[src/rtl/frac_div_pkg.sv]
package frac_div_pkg;

    typedef enum logic [1:0] {
        BANK_0    = 2'd0,
        BANK_1    = 2'd1,
        BANK_2    = 2'd2,
        BANK_RSVD = 2'd3
    } bank_code_e;

    localparam int unsigned MIN_RATIO = 2;

endpackage

[src/rtl/frac_bank_mux.sv]
module frac_bank_mux
    import frac_div_pkg::*;
#(
    parameter int unsigned INT_W  = 6,
    parameter int unsigned FRAC_W = 16,
    parameter int unsigned BANKS  = 3
) (
    input  logic [1:0]                   sel_i,
    input  logic [BANKS-1:0][INT_W-1:0]  int_bank_i,
    input  logic [BANKS-1:0][FRAC_W-1:0] frac_bank_i,
    output logic [INT_W-1:0]             int_o,
    output logic [FRAC_W-1:0]            frac_o
);

    bank_code_e code;

    always_comb begin
        code   = bank_code_e'(sel_i);
        int_o  = int_bank_i[0];
        frac_o = frac_bank_i[0];
        unique case (code)
            BANK_1: begin
                int_o  = int_bank_i[1];
                frac_o = frac_bank_i[1];
            end
            BANK_2: begin
                int_o  = int_bank_i[2];
                frac_o = frac_bank_i[2];
            end
            default: begin
                // codes 0 and the reserved 3 both land on bank 0
                int_o  = int_bank_i[0];
                frac_o = frac_bank_i[0];
            end
        endcase
    end

endmodule

[src/rtl/frac_div_channel.sv]
module frac_div_channel
    import frac_div_pkg::*;
#(
    parameter int unsigned INT_W  = 6,
    parameter int unsigned FRAC_W = 16
) (
    input  logic              clk,
    input  logic              rst_n,
    input  logic [INT_W-1:0]  int_i,
    input  logic [FRAC_W-1:0] frac_i,
    input  logic              int_mode_i,
    input  logic              bypass_i,
    input  logic              oe_i,
    output logic              clk_o
);

    localparam int unsigned CW = INT_W + 1;

    typedef struct packed {
        logic [CW-1:0]     cnt;
        logic [CW-1:0]     len;
        logic [FRAC_W-1:0] acc;
        logic              tog;
        logic              out;
    } chan_t;

    chan_t         st_d, st_q;
    logic [CW-1:0] base_len;
    logic          at_end;
    logic [FRAC_W:0] sum;

    always_comb begin
        st_d     = st_q;
        base_len = (int_i < INT_W'(MIN_RATIO)) ? CW'(MIN_RATIO) : {1'b0, int_i};
        at_end   = (st_q.cnt == st_q.len - 1'b1);
        sum      = {1'b0, st_q.acc} + {1'b0, frac_i};
        if (at_end) begin
            st_d.cnt = '0;
            if (int_mode_i) begin
                st_d.len = base_len;
            end else begin
                st_d.len = base_len + CW'(sum[FRAC_W]);
                st_d.acc = sum[FRAC_W-1:0];
            end
        end else begin
            st_d.cnt = st_q.cnt + 1'b1;
        end
        st_d.tog = ~st_q.tog;
        if (!oe_i)
            st_d.out = 1'b0;
        else if (bypass_i)
            st_d.out = st_d.tog;
        else
            st_d.out = (st_d.cnt < (st_d.len >> 1));
    end

    always_ff @(posedge clk) begin
        if (!rst_n) begin
            st_q.cnt <= CW'(1);
            st_q.len <= CW'(MIN_RATIO);
            st_q.acc <= '0;
            st_q.tog <= 1'b0;
            st_q.out <= 1'b0;
        end else begin
            st_q <= st_d;
        end
    end

    assign clk_o = st_q.out;

    // phase counter never leaves the current period
    p_cnt_in_period_r7: assert property (@(posedge clk) disable iff (!rst_n)
        st_q.cnt < st_q.len);

    // period length only changes across a boundary
    p_len_frozen_r8: assert property (@(posedge clk) disable iff (!rst_n)
        !at_end |=> $stable(st_q.len));

    // a new period is the clamped integer or one cycle more
    p_stretch_one_r4: assert property (@(posedge clk) disable iff (!rst_n)
        (at_end && !int_mode_i) |=>
            (st_q.len >= $past(base_len)) && (st_q.len <= $past(base_len) + 1'b1));

    // integer mode loads exactly the clamped integer
    p_int_exact_r5: assert property (@(posedge clk) disable iff (!rst_n)
        (at_end && int_mode_i) |=> (st_q.len == $past(base_len)) && $stable(st_q.acc));

    // no period shorter than the minimum ratio
    p_min_len_r6: assert property (@(posedge clk) disable iff (!rst_n)
        st_q.len >= CW'(MIN_RATIO));

    // disabled output is held low
    p_oe_low_r10: assert property (@(posedge clk) disable iff (!rst_n)
        !oe_i |=> !clk_o);

    // bypass with enable toggles each edge
    p_bypass_toggle_r9: assert property (@(posedge clk) disable iff (!rst_n)
        (bypass_i && oe_i && $past(bypass_i && oe_i)) |=> (clk_o != $past(clk_o)));

endmodule

[src/rtl/dual_frac_divider.sv]
module dual_frac_divider
    import frac_div_pkg::*;
#(
    parameter int unsigned INT_W  = 6,
    parameter int unsigned FRAC_W = 16,
    parameter int unsigned BANKS  = 3
) (
    input  logic                         clk,
    input  logic                         rst_n,
    input  logic [1:0]                   a_sel,
    input  logic [BANKS-1:0][INT_W-1:0]  a_int_bank,
    input  logic [BANKS-1:0][FRAC_W-1:0] a_frac_bank,
    input  logic [INT_W-1:0]             b_int,
    input  logic [FRAC_W-1:0]            b_frac,
    input  logic                         a_int_mode,
    input  logic                         b_int_mode,
    input  logic                         a_bypass,
    input  logic                         b_bypass,
    input  logic                         a_oe,
    input  logic                         b_oe,
    output logic                         a_clk_o,
    output logic                         b_clk_o
);

    localparam int unsigned NCH = 2;

    logic [INT_W-1:0]          a_int_sel;
    logic [FRAC_W-1:0]         a_frac_sel;
    logic [NCH-1:0][INT_W-1:0]  ch_int;
    logic [NCH-1:0][FRAC_W-1:0] ch_frac;
    logic [NCH-1:0]             ch_imode, ch_byp, ch_oe, ch_out;

    frac_bank_mux #(.INT_W(INT_W), .FRAC_W(FRAC_W), .BANKS(BANKS)) u_bank (
        .sel_i       (a_sel),
        .int_bank_i  (a_int_bank),
        .frac_bank_i (a_frac_bank),
        .int_o       (a_int_sel),
        .frac_o      (a_frac_sel)
    );

    assign ch_int   = {b_int, a_int_sel};
    assign ch_frac  = {b_frac, a_frac_sel};
    assign ch_imode = {b_int_mode, a_int_mode};
    assign ch_byp   = {b_bypass, a_bypass};
    assign ch_oe    = {b_oe, a_oe};

    for (genvar g = 0; g < NCH; g++) begin : g_ch
        frac_div_channel #(.INT_W(INT_W), .FRAC_W(FRAC_W)) u_ch (
            .clk        (clk),
            .rst_n      (rst_n),
            .int_i      (ch_int[g]),
            .frac_i     (ch_frac[g]),
            .int_mode_i (ch_imode[g]),
            .bypass_i   (ch_byp[g]),
            .oe_i       (ch_oe[g]),
            .clk_o      (ch_out[g])
        );
    end

    assign a_clk_o = ch_out[0];
    assign b_clk_o = ch_out[1];

endmodule

[config.mk]
export PLATFORM = sky130hd
export DESIGN_NAME = dual_frac_divider
export DESIGN_NICKNAME = d
export VERILOG_FILES = /design/src/rtl/frac_div_pkg.sv /design/src/rtl/frac_bank_mux.sv /design/src/rtl/frac_div_channel.sv /design/src/rtl/dual_frac_divider.sv
export SDC_FILE = /design/constraint.sdc
export NUM_CORES = 1
export LEC_CHECK = 0
export ABC_AREA = 1
export BUFFER_PORTS_ARGS = -buffer_cell sky130_fd_sc_hd__buf_2
export CORE_ASPECT_RATIO = 0.6
export CORE_MARGIN = 2
export CORE_UTILIZATION = 40
export DETAILED_ROUTE_END_ITERATION = 10
export MAX_ROUTING_LAYER = met4
export PLACE_DENSITY_LB_ADDON = 0.25
export SKIP_CTS_REPAIR_TIMING = 1
export SLEW_MARGIN = 20
export SYNTH_ARGS = -nofsm -noshare
export SYNTH_HDL_FRONTEND = slang
export SYNTH_SLANG_ARGS = --single-unit
[constraint.sdc]
create_clock -name clk -period 6.6 [get_ports clk]
set_clock_uncertainty 0.15 [all_clocks]
set_input_delay 0 -clock clk [delete_from_list [all_inputs] [get_ports clk]]
set_output_delay 0 -clock clk [all_outputs]
set_load 0.1 [all_outputs]
==> key figures <==
Status
  – Run status: finished, violations left
  – Failing checks: negative hold slack

Layout
  – Final instance area: 6226 um2
  – Layout area overhead: 18.34%
  – Ant. Diodes: 0
  – Fill cells: 1334
  – Layout cells sized above 1: 15.97%
  – Nets: 1038
  – Most common cell after layout, fill and taps aside: nand2_1
  – Most frequent cells in the layout: nand2_1 (167), buf_2 (99), inv_1 (96)

Clock tree
  – # H-tree levels: 3
  – Clock Sinks: 64
  – Clk_lat worst skew: 320 ps
  – CTS buffer count: 9
  – Clk buf depth: 2
  – CTS Root Cell: clkbuf_16
  – CTS tree: built
  – Worst-path clk slew: 50 ps

Yosys
  – Dominant synthesized flop cell: dfxtp_1
  – Unique masters post-synth: 43
  – Post-Syn Area: 5261 um2
  – Post-Syn Nets: 942
  – Number of synthesized flops with an enable pin: 0
  – Register bit total from synthesis: 64
  – Sequential fraction of the synthesis area: 24.35%
  – Post-Syn Area per Cell: 6.660 um2
  – Async set or reset register ratio after synthesis: 0%
  – Post-Syn Instances: 790
  – YS warnings: 0

Timing
  – Hold slack: -14.20 ps
  – Final setup margin: 1720 ps
  – Slew Limit Headroom: 43.47%
  – RSZ-0062 raised after global routing: no
  – Fmax: 0.2049 GHz
  – Slew Limit Fails: 0
  – Final-report hold violation count: 2
  – Final min period: 4880 ps
  – Post-route clock period utilization: 73.94%
  – Slew @ Worst Pin: 842.7 ps
  – Final setup fails: 0
  – Fin Setup TNS: 0 ps

Route
  – Starting DRT DRC Count: 250
  – Via count: 5213
  – DR vias/cell: 4.923
  – WL final: 13.05 mm
  – Wire per inst: 12.33 um
  – Remaining antenna violation count: 0
  – DRT Pass-1 Iters: 5
  – DRC violations left: 0

Setup path
  – Crit end category: register
  – CP max stage cell: ha_1
  – Required @ worst endpoint: 6660 ps
  – Critical path startpoint category: input port
  – Worst flop-to-flop path endpoint: g_ch[0].u_ch.clk_o$_SDFF_PN0_
  – Worst r2r path cells: 27
  – Max stage delay on crit path: 600 ps
  – Most Frequent Cell on Critical Path: nand2_1
  – WS Path Type: in2reg
  – R2r setup slk: 2250 ps
  – CP Max Fanout: 22
  – R2R Path Start: g_ch[0].u_ch.st_q[2]$_SDFFE_PN0P_
  – Worst Path Arrival: 4940 ps

Placed design
  – # port buffers: 99
  – Dpl hpwl: 10.15 mm
  – DP Area: 5867 um2
  – RePlAce Congestion: 0.9324
  – Pre-CTS setup slack: 1968 ps

GRT
  – GRT overflow: 0
  – First-pass GRT wire length: 22.27 mm
  – Met1 usage: 29.29%
  – GRT Overall Usage: 19.74%
  – Met3 Resource Use GR: 4.118%
  – Initial antenna violation count: 0
  – Grt peak-use layer: met1
  – Largest net degree at the start of global routing: 40
  – Met2 usage: 27.44%
  – Via count of the first global-routing pass: 4723

Worst hold path
  – Min-delay src: b_frac[1]
  – Worst hold path endpoint: g_ch[1].u_ch.st_q[3]$_SDFFE_PN0P_
  – Hold Path Depth: 4
  – Hold crit path type: in2reg

Die
  – Die span in y: 92.84 um
  – Top Ports: 100
  – Starting Density: 40.94%
  – Die Footprint: 14120 um2
  – Die W: 152.1 um
  – Core area: 12850 um2
  – Site Rows: 32

Pwr
  – Leakage: 3.160 nW
  – Pwr/cell area: 442.2 nW/um2
  – Total power after layout: 2.753 mW
  – Peak supply drop: 0.1404 mV

Job
  – Max Cap Viol: 0
-- report_power, final --
| group | internal, mW | total (mW) | leakage, nW | switching, mW |
|---|---|---|---|---|
| Combinational | 0.621 | 1.66 | 2.50 | 1.04 |
| Clock | 0.281 | 0.445 | 0.135 | 0.164 |
| Sequential | 0.538 | 0.644 | 0.523 | 0.107 |
-- cells by family after synthesis --
logic type	after synthesis	share of synthesized area [%]
AOI/OAI and AO/OA	175	19.38
xor gates and xnor gates	36	5.993
adders and majority gates	54	13.13
buffers and inverters	129	9.751
DFF	64	24.35
and+or+nand+nor	332	27.40
-- synth_stat cells (all sizes together), types with 5 or more instances --
cell | n | area, um2
o21bai | 5 | 37.54
nor3 | 14 | 70.07
nand4 | 7 | 50.05
nand2 | 172 | 658.1
a21oi | 61 | 305.3
ha | 52 | 650.6
nand3 | 49 | 260.3
or2 | 10 | 62.56
xnor2 | 10 | 87.58
inv | 105 | 396.6
a221o | 16 | 160.2
o21ai | 75 | 386.6
xor2 | 26 | 227.7
nor4 | 7 | 43.79
buf | 13 | 75.08
nor2 | 71 | 281.5
a31oi | 8 | 50.05
dfxtp | 64 | 1281
clkbuf | 10 | 37.54
-- metrics by stage --
stage / std cells / utilization (%)
6_report: 1059 / 48.44
5_1_grt: 1059 / 48.44
4_1_cts: 1051 / 47.78
3_5_place_dp: 1037 / 45.65
3_3_place_gp: 1037 / 45.65
2_1_floorplan: 790 / -
-- flip-flops by register name, summed over array words and instances, names as in the netlist --
signal / flops
g_ch.u_ch.st_q: 62
g_ch.u_ch.clk_o: 2
-- worst max-delay path by stage --
stage	start	slack, ps	depth (start not counted)	to
detailed placement	a_sel[1]	1970	32	g_ch[0].u_ch.clk_o$_SDFF_PN0_
global placement	a_sel[1]	2090	32	g_ch[0].u_ch.clk_o$_SDFF_PN0_
floorplan	a_sel[0]	2640	33	g_ch[0].u_ch.clk_o$_SDFF_PN0_
CTS	a_sel[1]	2270	32	g_ch[0].u_ch.clk_o$_SDFF_PN0_
global route	a_sel[0]	1150	33	g_ch[0].u_ch.clk_o$_SDFF_PN0_
finish	a_sel[1]	1720	33	g_ch[0].u_ch.clk_o$_SDFF_PN0_
-- cell type report --
cell class / instances / area [um2] / share of cell area, %
clock buffers: 14 / 274.0 / 4.401
flip-flops and latches: 64 / 1281 / 20.58
multi-input cells: 597 / 3475 / 55.81
repair buffers: 108 / 583.1 / 9.365
inverters: 106 / 400.4 / 6.431
well taps: 170 / 212.7 / 3.416
-- layer usage --
metal	share of wire [%]	wire, um
met5	0	0
met4	0.58	76
met3	4.9	636
met2	38	4939
met1	57	7400
-- worst max-delay path, delay by kind of cell --
family | cells | cell delay [ps]
AOI/OAI and AO/OA | 8 | 1040
and+or+nand+nor | 11 | 970
adders and majority gates | 6 | 1790
xor gates and xnor gates | 1 | 160
buffers and inverters | 7 | 970
No activity file was read; power rests on OpenSTA's default activity.
